## config.mk

```make
export PLATFORM = sky130hd
export DESIGN_NAME = serial_cfg_port
export DESIGN_NICKNAME = d
export VERILOG_FILES = /design/src/rtl/scp_pkg.sv /design/src/rtl/scp_sync.sv /design/src/rtl/scp_shifter.sv /design/src/rtl/scp_regbank.sv /design/src/rtl/serial_cfg_port.sv
export SDC_FILE = /design/constraint.sdc
export NUM_CORES = 1
export LEC_CHECK = 0
export ABC_AREA = 1
export BUFFER_PORTS_ARGS = -buffer_cell sky130_fd_sc_hd__clkbuf_2
export CAP_MARGIN = 15
export CORE_UTILIZATION = 54
export DETAILED_ROUTE_END_ITERATION = 12
export PLACE_DENSITY = 0.89
export SYNTH_ARGS = -nofsm -noshare
export SYNTH_HDL_FRONTEND = slang
export SYNTH_SLANG_ARGS = --single-unit
```

## constraint.sdc

```tcl
create_clock -name clk -period 2.28 [get_ports clk]
set_input_delay 0.228 -clock clk [delete_from_list [all_inputs] [get_ports clk]]
set_output_delay 0.228 -clock clk [all_outputs]
set_load 0.02 [all_outputs]
```

## src/rtl/scp_pkg.sv

```systemverilog
package scp_pkg;

  localparam int FRAME_BITS  = 16;
  localparam int ADDR_BITS   = 4;
  localparam int DATA_BITS   = 10;
  localparam int CNT_W       = $clog2(FRAME_BITS + 1);
  localparam int PD_BIT      = 0;
  localparam int SWRST_BIT   = 1;

  typedef struct packed {
    logic [ADDR_BITS-1:0] addr;
    logic [DATA_BITS-1:0] data;
  } cfg_wr_t;

  // Reset value of register idx: control register clears, others get a marker.
  function automatic logic [DATA_BITS-1:0] cfg_default(input int idx);
    if (idx == 0) return '0;
    return DATA_BITS'(idx * 64 + 16);
  endfunction

  // Split a complete frame into its address and data fields.
  function automatic cfg_wr_t frame_decode(input logic [FRAME_BITS-1:0] f);
    cfg_wr_t w;
    w.addr = f[DATA_BITS +: ADDR_BITS];
    w.data = f[DATA_BITS-1:0];
    return w;
  endfunction

endpackage

```

## src/rtl/scp_sync.sv

```systemverilog
module scp_sync #(
  parameter int              WIDTH     = 1,
  parameter int              STAGES    = 2,
  parameter logic [WIDTH-1:0] RESET_VAL = '0
) (
  input  logic             clk,
  input  logic             rst_n,
  input  logic [WIDTH-1:0] d,
  output logic [WIDTH-1:0] q
);
  logic [WIDTH-1:0] chain [STAGES];

  generate
    for (genvar s = 0; s < STAGES; s++) begin : g_stage
      always_ff @(posedge clk or negedge rst_n) begin
        if (!rst_n)      chain[s] <= RESET_VAL;
        else if (s == 0) chain[s] <= d;
        else             chain[s] <= chain[(s == 0) ? 0 : s - 1];
      end
    end
  endgenerate

  assign q = chain[STAGES-1];
endmodule

```

## src/rtl/scp_shifter.sv

```systemverilog
module scp_shifter
  import scp_pkg::*;
(
  input  logic             clk,
  input  logic             rst_n,
  input  logic             sclk_s,
  input  logic             sdin_s,
  input  logic             cs_n_s,
  input  logic             pol_s,
  output logic [CNT_W-1:0] bit_cnt,
  output logic             wr_stb,
  output cfg_wr_t          wr
);
  logic                  sclk_p;
  logic [FRAME_BITS-2:0] shreg;
  logic [FRAME_BITS-1:0] frame_word;
  logic                  act_edge;

  // Active edge: serial clock moved to the level named by the polarity pin.
  assign act_edge   = (sclk_s != sclk_p) && (sclk_s == pol_s) && !cs_n_s;
  assign frame_word = {shreg, sdin_s};
  assign wr_stb     = act_edge && (bit_cnt == CNT_W'(FRAME_BITS - 1));
  assign wr         = frame_decode(frame_word);

  always_ff @(posedge clk or negedge rst_n) begin
    if (!rst_n) begin
      sclk_p  <= 1'b0;
      shreg   <= '0;
      bit_cnt <= '0;
    end else begin
      sclk_p <= sclk_s;
      if (cs_n_s) begin
        bit_cnt <= '0;
      end else if (act_edge && (bit_cnt < CNT_W'(FRAME_BITS))) begin
        shreg   <= frame_word[FRAME_BITS-2:0];
        bit_cnt <= bit_cnt + 1'b1;
      end
    end
  end
endmodule

```

## src/rtl/scp_regbank.sv

```systemverilog
module scp_regbank
  import scp_pkg::*;
#(
  parameter int NUM_REGS = 8
) (
  input  logic                          clk,
  input  logic                          rst_n,
  input  logic                          wr_stb,
  input  cfg_wr_t                       wr,
  input  logic                          stby_n_s,
  output logic [NUM_REGS*DATA_BITS-1:0] cfg_q,
  output logic                          swrst,
  output logic                          pwr_down
);
  logic [DATA_BITS-1:0] regs [NUM_REGS];

  generate
    for (genvar g = 0; g < NUM_REGS; g++) begin : g_reg
      always_ff @(posedge clk or negedge rst_n) begin
        if (!rst_n)                                    regs[g] <= cfg_default(g);
        else if (swrst)                                regs[g] <= cfg_default(g);
        else if (wr_stb && wr.addr == ADDR_BITS'(g))   regs[g] <= wr.data;
      end
      assign cfg_q[g*DATA_BITS +: DATA_BITS] = regs[g];
    end
  endgenerate

  // One-cycle software reset request following a control write with bit set.
  always_ff @(posedge clk or negedge rst_n) begin
    if (!rst_n) swrst <= 1'b0;
    else        swrst <= !swrst && wr_stb && (wr.addr == '0) && wr.data[SWRST_BIT];
  end

  assign pwr_down = !stby_n_s || regs[0][PD_BIT];
endmodule

```

## src/rtl/serial_cfg_port.sv

```systemverilog
module serial_cfg_port
  import scp_pkg::*;
#(
  parameter int NUM_REGS    = 8,
  parameter int SYNC_STAGES = 2
) (
  input  logic                          clk,
  input  logic                          rst_n,
  input  logic                          sclk,
  input  logic                          sdin,
  input  logic                          cs_n,
  input  logic                          sclk_pol,
  input  logic                          stby_n,
  output logic [NUM_REGS*DATA_BITS-1:0] cfg_q,
  output logic                          pwr_down
);
  logic             sclk_s, sdin_s, cs_n_s, pol_s, stby_n_s;
  logic [CNT_W-1:0] bit_cnt;
  logic             wr_stb;
  cfg_wr_t          wr;
  logic             swrst;
  logic [ADDR_BITS-1:0] wr_addr;
  logic [DATA_BITS-1:0] wr_data;

  scp_sync #(
    .WIDTH    (5),
    .STAGES   (SYNC_STAGES),
    .RESET_VAL(5'b11100)
  ) u_sync (
    .clk  (clk),
    .rst_n(rst_n),
    .d    ({sclk_pol, stby_n, cs_n, sdin, sclk}),
    .q    ({pol_s, stby_n_s, cs_n_s, sdin_s, sclk_s})
  );

  scp_shifter u_shift (
    .clk    (clk),
    .rst_n  (rst_n),
    .sclk_s (sclk_s),
    .sdin_s (sdin_s),
    .cs_n_s (cs_n_s),
    .pol_s  (pol_s),
    .bit_cnt(bit_cnt),
    .wr_stb (wr_stb),
    .wr     (wr)
  );

  scp_regbank #(.NUM_REGS(NUM_REGS)) u_bank (
    .clk     (clk),
    .rst_n   (rst_n),
    .wr_stb  (wr_stb),
    .wr      (wr),
    .stby_n_s(stby_n_s),
    .cfg_q   (cfg_q),
    .swrst   (swrst),
    .pwr_down(pwr_down)
  );

  assign wr_addr = wr.addr;
  assign wr_data = wr.data;
endmodule

```

-- Yosys cells after proc, flatten, opt, wreduce, memory -nomap -nowiden
Cells that the tools add are included.
- $add $sub $neg: 1
- multiply operators: 0
- div/mod/pow operators: 0
- $lt $le $gt $ge: 1
- eq/ne operators: 10
- shifts and indexed selects: 0
- multiplexer cells: 18
- bitwise logic cells: 1
- reduce and logical (&&, ||, !) cells: 30
- operators by type and width (kind ; count):
    10-bit two-way mux ; 16
    2-bit nonzero test ; 9
    4-bit by 3-bit equality test with 1-bit output (second input constant) ; 4
    1-bit logical AND ; 15
    5-bit two-way mux ; 2
    4-bit by 2-bit equality test with 1-bit output (second input constant) ; 2
    5-bit by 1-bit adder with 5-bit output (second input constant) ; 1
    5-bit by 4-bit equality test with 1-bit output (second input constant) ; 1
    5-bit less-than comparator (second input constant) ; 1
    4-bit by 1-bit equality test with 1-bit output (second input constant) ; 1
    4-bit zero test ; 1
    1-bit zero test ; 3
    2-bit AND reduction ; 1
    1-bit equality test ; 1
    1-bit logical OR ; 1
    1-bit inequality test ; 1
    1-bit inverter ; 1
- flip-flop bits (word level): 110
- latch bits: 0
- bits in writable memories: 0
- memory bits (read-only): 0
- input port bits: 7
- output and inout port bits: 81
- logic and storage cells: 75
- memories: 0

-- Logic depth before layout (Yosys ltp)
- word-level depth: 7
- depth in mapped cells: 9
- depth with buffers taken out: 8

-- Cells and area by module
From an unflattened synthesis, not the netlist that was laid out.
- cell total of the unflattened synthesis: 517
- area, all modules: 4579.4 um^2
- by module, submodules not included (module ; instances ; cells an instance ; area each (um^2)):
    scp_regbank ; 1 ; 405 ; 3413.3
    scp_shifter ; 1 ; 97 ; 870.8
    scp_sync ; 1 ; 15 ; 295.3

-- Worst setup path before layout
OpenSTA, ideal clock, no wires.
- path type: flip-flop to flip-flop
- start: reg u_shift.bit_cnt[0]
- end: reg u_bank.regs (netlist bit u_bank.cfg_q[0])
- library setup time: 0.117 ns
- data arrival time: 1.512 ns
- slack: 0.651 ns
- stages on the path, launching flop included: 10
- path buffers: 2
- period minus slack after synthesis: 1.629 ns
- cell sequence: dfrtp_1 > ha_1 > nand2_1 > nor2_1 > ha_1 > buf_1 > nand4_1 > buf_2 > nand3_1 > nand2_1
- longest elaborated chain between the ends: 4
- RTL lines (item ; RTL line ; text):
    start, declared ; scp_shifter.sv:10 ; output logic [CNT_W-1:0] bit_cnt,
    start signal, assigned ; scp_shifter.sv:36 ; bit_cnt <= bit_cnt + 1'b1;
    5-bit by 4-bit equality test with 1-bit output ; scp_shifter.sv:22 ; assign wr_stb = act_edge && (bit_cnt == CNT_W'(FRAME_BITS - 1));
    1-bit logical AND ; scp_shifter.sv:22 ;
    1-bit logical AND ; scp_regbank.sv:22 ; else if (wr_stb && wr.addr == ADDR_BITS'(g)) regs[g] <= wr.data;
    2-bit nonzero test (no source line) ; - ;
    end signal, assigned by index ; scp_regbank.sv:20 ; if (!rst_n) regs[g] <= cfg_default(g);
    end signal, assigned by index ; scp_regbank.sv:21 ; else if (swrst) regs[g] <= cfg_default(g);
    end signal, assigned by index ; scp_regbank.sv:22 ;
    end, declared ; scp_regbank.sv:15 ; logic [DATA_BITS-1:0] regs [NUM_REGS];
Every way passes these cells.
A chain may end at the register's enable or synchronous reset.

-- Final worst setup path
- start: reg u_shift.bit_cnt[0]
- end: reg u_bank.regs (netlist bit u_bank.cfg_q[34])
Same word-level chain as after synthesis.

==> results_dict.tcl <==
set metrics [dict create \
    status "completed" \
    antenna_cells 0 \
    p_leak_nw 3.04 \
    synth_edf_count 0 \
    final_nets 611 \
    dieArea_mm2 0.00866 \
    cts_root_buffer "clkbuf_8" \
    cts_tree "yes" \
    grt_usage_pct 27.3 \
    area_delta_synth_final_pct 20.1 \
    drv_slew 0 \
    worstSetupEndpointType "flop" \
    ys.flop_type "dfrtp_1" \
    grt_pass1_vias 3618 \
    via_count 3946 \
    crit_fanout 10 \
    grt_first_pass_wirelength_mm 18.0 \
    clkSinkCount 110 \
    fp.dieW_um 93.1 \
    rsz0062_at_grt "false" \
    synth_commonest_cells "188 x nand2_1, 91 x nand3_1, 85 x dfrtp_1" \
    power_frac_comb_pct 12.4 \
    portBuffers 87 \
    die_h_um 93.1 \
    report.final.setup_viol 0 \
    synth_area_mm2 0.00448 \
    cts_buffers 9 \
    path_class "reg2reg" \
    yosysSeqAreaShare_pct 62.2 \
    max-cap-violations 0 \
    nFillCells 602 \
    clk_pin_slew_ps 100 \
    synthTopCellsByArea "dfrtp_1 47%, nand2_1 16%, dfstp_2 15%, nand3_1 10%, inv_1 1.9%" \
    clock_latency_ps 380 \
    drtIter0Drc 294 \
    p_per_area_mw_per_mm2 667 \
    ys_seq_elements 110 \
    p_seq_share_pct 57.7 \
    routedWlPerCell_um 15.9 \
    yosys.area.top_type "dfrtp_1" \
    antenna_found_initial 0 \
    cts_max_path_buffers 2 \
    drive_gt1_share_pct 27.2 \
    slew_headroom_pct 45.0 \
    ios 88 \
    syn_inst 496 \
    worstPathArrival_ps 2390 \
    synth_top_area_share_pct 47.5 \
    hold_path.class "reg2reg" \
    detail-route-antenna-nets 0 \
    fmax_mhz 483 \
    power_frac_clock_pct 29.9 \
    initial_utilization_pct 56.8 \
    drc 0 \
    place_congestion 0.856 \
    syn-mean-instance-area_um2 9.03 \
    h-tree-depth 3 \
    post-route-period-util_pct 90.7 \
    startpoint_type "flop" \
    viasPerCell 5.57 \
    worst_pin_slew_ps 822 \
    synth.distinct_cells 19 \
    overflow 0 \
    hold_ws_ps 359 \
    ys_warn_count 0 \
    hold_violations 0 \
    rows 32 \
    p_int_mw 2.53 \
    yosysMostFrequentCell "nand2_1" \
    coreArea_mm2 0.00789 \
    skew_ps 15.0 \
    fin_ws_ps 211 \
    drt-total-wl_mm 11.3 \
    dr.pass1.iters 5 \
    pre_cts_slack_ps 168 \
    min_period_ps 2070 \
    syn-num-nets 505 \
    dp_hpwl_mm 7.72 \
    grt_max_degree 53 \
    ys_async_sr_fraction_pct 100 \
    worst_ir_drop_vdd_mv 0.314 \
    crit_required_ps 2600 \
    switching_share_pct 29.3 \
    tns_ps 0 \
    switchingPower_mw 1.05 \
]
-- what timing repair did --
| action | in CTS | in global routing |
|---|---|---|
| hold buffers | 6 | 0 |
| endpoints found under the setup margin | 0 | 10 |
| gates resized for setup | 0 | 0 |
| hold endpoints to repair | 41 | 0 |
| setup buffers | 0 | 3 |
-- state kept, by name, indices dropped and copies added (netlist names) --
signal / flops
u_sync.chain: 5
u_shift.sclk_p: 1
u_bank.swrst: 1
u_bank.cfg_q: 80
u_shift.shreg: 13
u_sync.q: 5
u_shift.bit_cnt: 5
-- power groups by stage --
stage,sequential [mW],combinational [mW],clock [mW]
global placement,2.10,0.405,0
floorplan,2.09,0.222,0
detailed placement,2.11,0.421,0
CTS,2.07,0.434,1.09
finish,2.07,0.444,1.07
global route,2.08,0.480,1.16
-- final cells by class --
| type | count | area, um2 | area share, % |
|---|---|---|---|
| timing repair buffer | 118 | 698 | 13.0 |
| inverter | 23 | 86.3 | 1.61 |
| multi-input combinational | 340 | 1510 | 28.0 |
| sequential | 110 | 2780 | 51.8 |
| tap | 102 | 128 | 2.37 |
| clock inverter | 6 | 48.8 | 0.907 |
| clock buffer | 10 | 128 | 2.37 |
-- critical path, stage by stage, from the launching register on --
cell and delay (ps):
dfrtp_1 400, ha_1 210, nand2_1 70, nor2_1 90
ha_1 330, nand4_1 420, nand2_2 310, nand2_1 100
nand2_1 80
-- per-stage QoR --
step,instances,area [um2],power (mW),util [%]
6_report,709,5380,3.59,68.2
5_1_grt,709,5380,3.72,68.2
4_1_cts,706,5360,3.59,67.9
3_5_place_dp,684,5120,2.53,64.9
3_3_place_gp,684,5120,2.50,64.9
2_1_floorplan,496,4480,2.32,-
-- final timing paths --
path	slack, ps	startpoint	endpoint	cells after the start
setup / recovery	210	u_shift.bit_cnt[0]	u_bank.cfg_q[34]	8
hold / removal	360	u_sync.chain[5]	u_sync.q[0]	0
setup reg to reg	210	u_shift.bit_cnt[0]	u_bank.cfg_q[34]	8
hold reg to reg	360	u_sync.chain[5]	u_sync.q[0]	0
max in group asynchronous	1090	rst_n	u_sync.chain[8]	3
min in group asynchronous	420	rst_n	u_shift.shreg[12]	2
-- logic make-up after synthesis --
family / synth area share [%]
AND/OR/NAND/NOR: 30.4
adder cells (fa/ha/maj): 0.559
AO/OA/AOI/OAI: 2.23
XOR/XNOR: 0.391
flip-flops: 62.2
buffers and inverters: 4.22
-- per-layer routing --
| layer | vias up | global-route usage, % | routed length, um | part of all wire [%] |
|---|---|---|---|---|
| met4 | 0 | 11.5 | 250 | 2.2 |
| met2 | 226 | 42.0 | 5290 | 47 |
| met1 | 1891 | 38.9 | 4750 | 42 |
| li1 | 1800 | - | - | - |
| met5 | - | 0 | 0 | 0 |
| met3 | 29 | 4.07 | 999 | 8.8 |
-- layout by cell type (no fill, tap or decap) --
cell           Yosys  routed
a21oi_4            1       1
buf_12             0       1
buf_4              0      25
clkbuf_1           1       1
clkbuf_2           0      86
clkbuf_8           0       9
clkinv_2           0       1
clkinv_4           0       5
dfrtp_1           85      85
dfstp_2           25      25
dlygate4sd3_1      0       6
ha_1               2       2
inv_1             23      22
inv_2              0       1
nand2_1          188     188
nand2_2            6       6
nand3_1           91      91
nand3_2            1       1
nand4_1            8       8
nor2_1            22      22
nor2_2             2       2
nor3_2             1       1
o21ai_0           15      15
o21ai_2            1       1
xor2_1             2       2
No activity file was read; power rests on OpenSTA's default activity.
